**src/rtl/pcb_pkg.sv**
```systemverilog
package pcb_pkg;
    localparam int PCB_WORD_W = 32;
    localparam int PCB_EN_BIT = 31;

    typedef enum logic [0:0] {
        MON_OFF = 1'b0,
        MON_RUN = 1'b1
    } mon_state_e;
endpackage

```
**src/rtl/pcb_monitor_ctrl.sv**
```systemverilog
module pcb_monitor_ctrl
    import pcb_pkg::*;
#(
    parameter int NUM_PHYS = 4,
    parameter int NUM_LOG  = 2 * NUM_PHYS,
    parameter int LOG_W    = $clog2(NUM_LOG)
) (
    input  logic                                 clk,
    input  logic                                 rst_n,
    input  logic                                 glb_wr,
    input  logic                                 ctl_wr,
    input  logic [LOG_W-1:0]                     ctl_idx,
    input  logic [PCB_WORD_W-1:0]                wr_word,
    output logic                                 run,
    output logic                                 commit,
    output logic [NUM_PHYS-1:0]                  size16,
    output logic [PCB_WORD_W-1:0]                glb_rd,
    output logic [NUM_LOG-1:0][PCB_WORD_W-1:0]   ctl_q
);
    mon_state_e state_q, state_d;
    logic [PCB_EN_BIT-1:0] glb_q;

    // state register
    always_ff @(posedge clk) begin
        if (!rst_n) state_q <= MON_OFF;
        else        state_q <= state_d;
    end

    // transitions
    always_comb begin
        state_d = state_q;
        unique case (state_q)
            MON_OFF: if (glb_wr && wr_word[PCB_EN_BIT])  state_d = MON_RUN;
            MON_RUN: if (glb_wr && !wr_word[PCB_EN_BIT]) state_d = MON_OFF;
            default: state_d = MON_OFF;
        endcase
    end

    // outputs
    always_comb begin
        run    = 1'b0;
        commit = glb_wr && wr_word[PCB_EN_BIT];
        unique case (state_q)
            MON_OFF: run = 1'b0;
            MON_RUN: run = 1'b1;
            default: run = 1'b0;
        endcase
    end

    // shadow copies of the write-only controls
    always_ff @(posedge clk) begin
        if (!rst_n) begin
            glb_q <= '0;
            ctl_q <= '0;
        end else begin
            if (glb_wr) glb_q <= wr_word[PCB_EN_BIT-1:0];
            if (ctl_wr) ctl_q[ctl_idx] <= wr_word;
        end
    end

    assign size16 = glb_q[NUM_PHYS-1:0];
    assign glb_rd = {run, glb_q};

    assert_enable_enters_run_R11: assert property (@(posedge clk) disable iff (!rst_n)
        (glb_wr && wr_word[PCB_EN_BIT]) |=> (state_q == MON_RUN));
    assert_disable_enters_off_R11: assert property (@(posedge clk) disable iff (!rst_n)
        (glb_wr && !wr_word[PCB_EN_BIT]) |=> (state_q == MON_OFF));
    assert_shadow_keeps_word_R9: assert property (@(posedge clk) disable iff (!rst_n)
        ctl_wr |=> (ctl_q[$past(ctl_idx)] == $past(wr_word)));
endmodule

```
**src/rtl/pcb_phys_counter.sv**
```systemverilog
module pcb_phys_counter
    import pcb_pkg::*;
(
    input  logic                  clk,
    input  logic                  rst_n,
    input  logic                  run,
    input  logic                  commit,
    input  logic                  size16,
    input  logic                  wr_full,
    input  logic                  wr_upper,
    input  logic                  wr_lower,
    input  logic [PCB_WORD_W-1:0] wr_val,
    input  logic                  inc_hi,
    input  logic                  inc_lo,
    output logic [PCB_WORD_W-1:0] rd_val,
    output logic                  pending
);
    localparam int W      = PCB_WORD_W;
    localparam int HALF_W = W / 2;

    logic [W-1:0] cnt_q, cnt_d, latch_q, latch_d;
    logic         pend_q, pend_d, wr_any;

    assign wr_any  = wr_full || wr_upper || wr_lower;
    assign rd_val  = pend_q ? latch_q : cnt_q;
    assign pending = pend_q;

    always_comb begin
        latch_d = latch_q;
        if (wr_full)
            latch_d = wr_val;
        else if (wr_upper)
            latch_d = {wr_val[HALF_W-1:0], rd_val[HALF_W-1:0]};
        else if (wr_lower)
            latch_d = {rd_val[W-1:HALF_W], wr_val[HALF_W-1:0]};
    end

    always_comb begin
        cnt_d = cnt_q;
        if (commit)
            cnt_d = latch_q;
        else if (run) begin
            if (size16) begin
                cnt_d[W-1:HALF_W]  = cnt_q[W-1:HALF_W] + HALF_W'(inc_hi);
                cnt_d[HALF_W-1:0]  = cnt_q[HALF_W-1:0] + HALF_W'(inc_lo);
            end else begin
                cnt_d = cnt_q + W'(inc_hi);
            end
        end
    end

    always_comb begin
        pend_d = pend_q;
        if (commit)              pend_d = 1'b0;
        else if (wr_any && !run) pend_d = 1'b1;
    end

    always_ff @(posedge clk) begin
        if (!rst_n) begin
            cnt_q   <= '0;
            latch_q <= '0;
            pend_q  <= 1'b0;
        end else begin
            cnt_q   <= cnt_d;
            latch_q <= latch_d;
            pend_q  <= pend_d;
        end
    end

    assert_commit_clears_R4: assert property (@(posedge clk) disable iff (!rst_n)
        commit |=> !pend_q);
    assert_hold_when_off_R5: assert property (@(posedge clk) disable iff (!rst_n)
        (!run && !commit) |=> $stable(cnt_q));
    assert_half_no_carry_R7: assert property (@(posedge clk) disable iff (!rst_n)
        (run && size16 && !commit && !inc_hi) |=> (cnt_q[W-1:HALF_W] == $past(cnt_q[W-1:HALF_W])));
    assert_run_write_not_pending_R10: assert property (@(posedge clk) disable iff (!rst_n)
        (run && wr_any && !pend_q && !commit) |=> !pend_q);
endmodule

```
**src/rtl/perf_counter_bank.sv**
```systemverilog
module perf_counter_bank
    import pcb_pkg::*;
#(
    parameter int NUM_PHYS   = 4,
    parameter int NUM_EVENTS = 8,
    parameter int ADDR_W     = 5
) (
    input  logic                    clk,
    input  logic                    rst_n,
    input  logic                    wr_en,
    input  logic                    rd_en,
    input  logic [ADDR_W-1:0]       addr,
    input  logic [2*PCB_WORD_W-1:0] wdata,
    input  logic [NUM_EVENTS-1:0]   events,
    output logic [2*PCB_WORD_W-1:0] rdata,
    output logic                    rdata_valid
);
    localparam int NUM_LOG = 2 * NUM_PHYS;
    localparam int LOG_W   = $clog2(NUM_LOG);
    localparam int PH_W    = $clog2(NUM_PHYS);
    localparam int SEL_W   = $clog2(NUM_EVENTS);
    localparam int HALF_W  = PCB_WORD_W / 2;
    localparam logic [ADDR_W-1:0] A_HI_END = ADDR_W'(NUM_PHYS);
    localparam logic [ADDR_W-1:0] A_CTL    = ADDR_W'(NUM_LOG);
    localparam logic [ADDR_W-1:0] A_GLB    = ADDR_W'(2 * NUM_LOG);
    localparam logic [ADDR_W-1:0] A_PEND   = ADDR_W'(2 * NUM_LOG + 1);

    logic [PCB_WORD_W-1:0]               wr_word, rd_word, glb_rd, pv;
    logic                                run, commit, glb_wr, ctl_wr;
    logic [NUM_PHYS-1:0]                 size16, pend;
    logic [NUM_LOG-1:0][PCB_WORD_W-1:0]  ctl_q;
    logic [NUM_PHYS-1:0][PCB_WORD_W-1:0] rd_val;
    logic [PH_W-1:0]                     pidx;
    logic                                unused_low;

    assign wr_word    = wdata[2*PCB_WORD_W-1:PCB_WORD_W];
    assign unused_low = ^wdata[PCB_WORD_W-1:0];
    assign glb_wr     = wr_en && (addr == A_GLB);
    assign ctl_wr     = wr_en && (addr >= A_CTL) && (addr < A_GLB);

    pcb_monitor_ctrl #(
        .NUM_PHYS(NUM_PHYS), .NUM_LOG(NUM_LOG), .LOG_W(LOG_W)
    ) u_ctrl (
        .clk(clk), .rst_n(rst_n), .glb_wr(glb_wr), .ctl_wr(ctl_wr),
        .ctl_idx(addr[LOG_W-1:0]), .wr_word(wr_word), .run(run),
        .commit(commit), .size16(size16), .glb_rd(glb_rd), .ctl_q(ctl_q)
    );

    for (genvar p = 0; p < NUM_PHYS; p++) begin : g_phys
        localparam logic [ADDR_W-1:0] A_HI = ADDR_W'(p);
        localparam logic [ADDR_W-1:0] A_LO = ADDR_W'(p + NUM_PHYS);
        logic hit_hi, hit_lo, inc_hi, inc_lo;

        assign hit_hi = wr_en && (addr == A_HI);
        assign hit_lo = wr_en && (addr == A_LO);
        assign inc_hi = run && ctl_q[p][SEL_W] && events[ctl_q[p][SEL_W-1:0]];
        assign inc_lo = run && ctl_q[p+NUM_PHYS][SEL_W]
                            && events[ctl_q[p+NUM_PHYS][SEL_W-1:0]];

        pcb_phys_counter u_cnt (
            .clk(clk), .rst_n(rst_n), .run(run), .commit(commit),
            .size16(size16[p]),
            .wr_full((hit_hi || hit_lo) && !size16[p]),
            .wr_upper(hit_hi && size16[p]),
            .wr_lower(hit_lo && size16[p]),
            .wr_val(wr_word), .inc_hi(inc_hi), .inc_lo(inc_lo),
            .rd_val(rd_val[p]), .pending(pend[p])
        );
    end

    // read multiplexer
    always_comb begin
        rd_word = '0;
        pidx    = addr[PH_W-1:0];
        pv      = rd_val[pidx];
        if (addr < A_CTL) begin
            if (!size16[pidx])
                rd_word = pv;
            else if (addr < A_HI_END)
                rd_word = {{HALF_W{1'b0}}, pv[PCB_WORD_W-1:HALF_W]};
            else
                rd_word = {{HALF_W{1'b0}}, pv[HALF_W-1:0]};
        end else if (addr < A_GLB) begin
            rd_word = ctl_q[addr[LOG_W-1:0]];
        end else if (addr == A_GLB) begin
            rd_word = glb_rd;
        end else if (addr == A_PEND) begin
            rd_word = PCB_WORD_W'(pend);
        end
    end

    always_ff @(posedge clk) begin
        if (!rst_n) begin
            rdata       <= '0;
            rdata_valid <= 1'b0;
        end else begin
            rdata_valid <= rd_en;
            if (rd_en) rdata <= {rd_word, {PCB_WORD_W{1'b0}}};
        end
    end

    assert_read_one_cycle_R2: assert property (@(posedge clk) disable iff (!rst_n)
        rd_en |=> rdata_valid);
    assert_commit_empties_mask_R4: assert property (@(posedge clk) disable iff (!rst_n)
        commit |=> (pend == '0));
endmodule

```
**config.mk**
```make
export PLATFORM = sky130hd
export DESIGN_NAME = perf_counter_bank
export DESIGN_NICKNAME = d
export VERILOG_FILES = /design/src/rtl/pcb_pkg.sv /design/src/rtl/pcb_monitor_ctrl.sv /design/src/rtl/pcb_phys_counter.sv /design/src/rtl/perf_counter_bank.sv
export SDC_FILE = /design/constraint.sdc
export NUM_CORES = 2
export LEC_CHECK = 0
export BUFFER_PORTS_ARGS = -buffer_cell sky130_fd_sc_hd__buf_2
export CORE_AREA = 5 5 331 333
export CTS_CLUSTER_SIZE = 14
export DETAILED_ROUTE_END_ITERATION = 8
export DIE_AREA = 0 0 336 338
export PLACE_DENSITY_LB_ADDON = 0.08
export SLEW_MARGIN = 20
export SYNTH_ARGS = -nofsm -noshare
export SYNTH_HDL_FRONTEND = slang
export SYNTH_SLANG_ARGS = --single-unit
```
**constraint.sdc**
```tcl
create_clock -name clk -period 3.5 [get_ports clk]
set_input_delay 0 -clock clk [delete_from_list [all_inputs] [get_ports clk]]
set_output_delay 0 -clock clk [all_outputs]
set_load 0.02 [all_outputs]
```
==> run summary <==
Crit path depth: 10
PD cells: 450 nW/um^2
initial DRC count: 2411
layout cells sized above 1: 0.127
combinational share of power: 0.074
Syn-to-layout area delta: 15.2%
hold path cells: 4
Worst Setup End Kind: register
CORE AREA: 106000 sq um
initial antenna violation count: 18
Setup Viol. Count Final: 0
met1 Track Usage GR: 0.334
P_sw: 4310 uW
crit path kind: register to register
largest family of logic cells by synthesized area: simple AND/OR/NAND/NOR gates
top cells by area, synth: dfxtp_1 (38%), nand2_1 (11%), a21oi_1 (7.4%)
adder-cell share of the synthesized area: 0.0115
compound-gate portion of the synthesized area: 0.187
Top-Level Pins: 146
Slowest Stage Delay on Critical Path: 560 ps
Clock Sinks: 581
Max Root-Sink Buffers: 3
WP buf/inv: 0
first-pass GRT wire length: 198 mm
Post-layout nets: 3842
CP top delay family: simple AND/OR/NAND/NOR gates
clock power share: 0.497
grt peak-use layer: met2
area leader, netlist: dfxtp_1
Max Cap Viol: 0
Register-to-Register Path Depth: 10
most frequent cell after synthesis: nand2_1
Arr. time, crit path: 3850 ps
Initial DRT Pass Iterations: 6
Yosys top cell area share: 0.380
pin count of the biggest net entering global routing: 87
clk root buf: clkbuf_16
WL/cell: 26.5 microns
worst relative slew slack: 0.298
CP max stage cell: nor4_4
Tot Pwr: 15900 uW
total track usage: 0.236
status: completed
Fill cells: 11300
CP startpoint kind: register
sequential area share after synthesis: 0.380
Detail Placement HPWL: 92.6 mm
Main synth FF type: dfxtp_1
crit path max fanout: 6
clock slew at reported path FFs: 60 ps
Pint: 11500 uW
Commonest cells post-synth: nand2_1 (871), dfxtp_1 (581), a21oi_1 (454)
Post-Synth XOR/XNOR Area: 0.0183
routed vias: 28300
number of core rows: 120
fin crit share: 0.937
Die Span Y: 338 microns
Max Freq: 305 MHz
post-synthesis cell area: 30600 sq um
CTS tree: done
post-layout min period: 3280 ps
critical-path cell list: mux4_2 > mux2i_1 > nor2_1 > ha_1 > ha_1 > nand3_1 > nor4_4 > a21boi_1 > or4_1 > a311oi_1
I/O Buffers: 81
antenna-violating nets left: 0
max-slew violation count: 0
min-delay worst type: input port to register
simple-gate share of the synthesized area: 0.211
Critical Path Most Common Cell: ha_1
Sw Share: 0.272
GPL Wtd Cong: 0.846
die area: 114000 sq um
WP data required: 4070 ps
vias in the first global route: 26500
H-Tree Depth: 3
synthesis-stage register bit count: 581
Post-CTS Setup Repair Bufs: 0
setup TNS: 0 ps
met3 GRT Util: 0.0314
Hold Fails Final Rpt: 0
Die Wd: 336 microns
Starting Density: 0.288
Seq pwr share: 0.428
met2 usage: 0.374
vias per std cell: 5.44
Post-Synthesis Cells: 3775
worst vdd ir: 287 uV
CTS buffer count: 74
total grt overflow: 0
Setup Skew: 29.1 ps
Post-Route WL: 138 mm
EDFF count, synth: 0
Distinct cells, synth: 72
mux contribution to synthesized area: 0.137
Async SR Flop Fraction: 0
P_leak: 0.0110 uW
Avg Inst Size Synth: 8.10 sq um
worst slew pin tran: 1050 ps
yosys warns: 0
clock latency on the worst-skew pair: 670 ps
RSZ-0062 raised after global routing: false
DRC: 0
-- power groups by stage --
| stage | logic, uW | registers [uW] | clock network [uW] |
|---|---|---|---|
| final | 1170 | 6790 | 7890 |
| after global routing | 1240 | 6800 | 8310 |
| after CTS | 1180 | 6790 | 8080 |
| after detailed placement | 1140 | 6940 | 0 |
| after global placement | 1140 | 6940 | 0 |
| after floorplan | 654 | 6910 | 0 |
-- sequential cells by signal, indices dropped and copies added, names as in the netlist, named ones only --
register	count
u_ctrl.ctl_q	256
g_phys.u_cnt.cnt_q	128
g_phys.u_cnt.latch_q	128
rdata	32
u_ctrl.glb_q	31
g_phys.u_cnt.pending	4
rdata_valid	1
-- tightest hold or removal path: cells and delay by family --
| family | cells | cell delay [ps] |
|---|---|---|
| AOI/OAI and AO/OA | 2 | 310 |
| buffers and inverters | 1 | 200 |
| and+or+nand+nor | 1 | 110 |
-- final timing paths --
kind,from,to,slack [ps]
max,u_ctrl.ctl_q[0],g_phys[0].u_cnt.cnt_q[28],220
min,addr[4],rdata[47],40
max reg2reg,u_ctrl.ctl_q[0],g_phys[0].u_cnt.cnt_q[28],220
min reg2reg,u_ctrl.ctl_q[14],u_ctrl.ctl_q[14],450
-- stage by stage --
step	hold WS, ps	worst slack (ps)	cell area, sq um	util	std cells
CTS	2.19	134	35200	0.331	5195
global route	64.0	65.6	35200	0.331	5195
finish	38.6	220	35200	0.331	5198
global placement	423	220	32400	0.305	5027
floorplan	168	40.3	30700	-	3806
detailed placement	420	166	32400	0.305	5027
-- cells in the final DEF (no fill, tap or decap), types with 77 or more instances in the layout --
master      n
o211ai_1  100
mux2i_1   191
nand2_1   871
buf_2      77
dfxtp_1   574
buf_4      93
mux4_2     87
a21oi_1   454
nor2_1    225
a211oi_1  168
-- what timing repair did --
item                                    in CTS  in global routing
hold endpoints to repair                   365                  0
endpoints found under the setup margin       0                  2
hold buffers                                33                  0
resized for setup                            0                  2
-- kinds of logic (layout without fill, tap and decap cells) --
| kind of cell | count (synthesis) | in the layout |
|---|---|---|
| buf+inv | 396 | 382 |
| flops | 581 | 581 |
| simple gates | 1473 | 1473 |
| fa+ha+maj | 28 | 28 |
| compound gates | 925 | 925 |
| mux | 307 | 307 |
| other cells | 1 | 35 |
| xor+xnor | 64 | 64 |
-- layer usage --
metal | vias to the layer above | share of wire | wire length, microns
met5 | - | 0.00015 | 20
met4 | 4 | 0.035 | 4800
met3 | 177 | 0.048 | 6680
met2 | 775 | 0.45 | 61900
met1 | 14000 | 0.47 | 64500
li1 | 13400 | - | -
-- layout make-up --
type,count,area [sq um],area share
inverters,31,124,0.00352
repair buffers,216,1660,0.0470
diodes,3,7.51,0.000213
well taps,1403,1760,0.0498
flip-flops and latches,581,11600,0.330
clock inverters,21,246,0.00700
clock buffers,114,2210,0.0628
multi-input cells,2829,17600,0.499
Power figures use the tool's default switching activity.
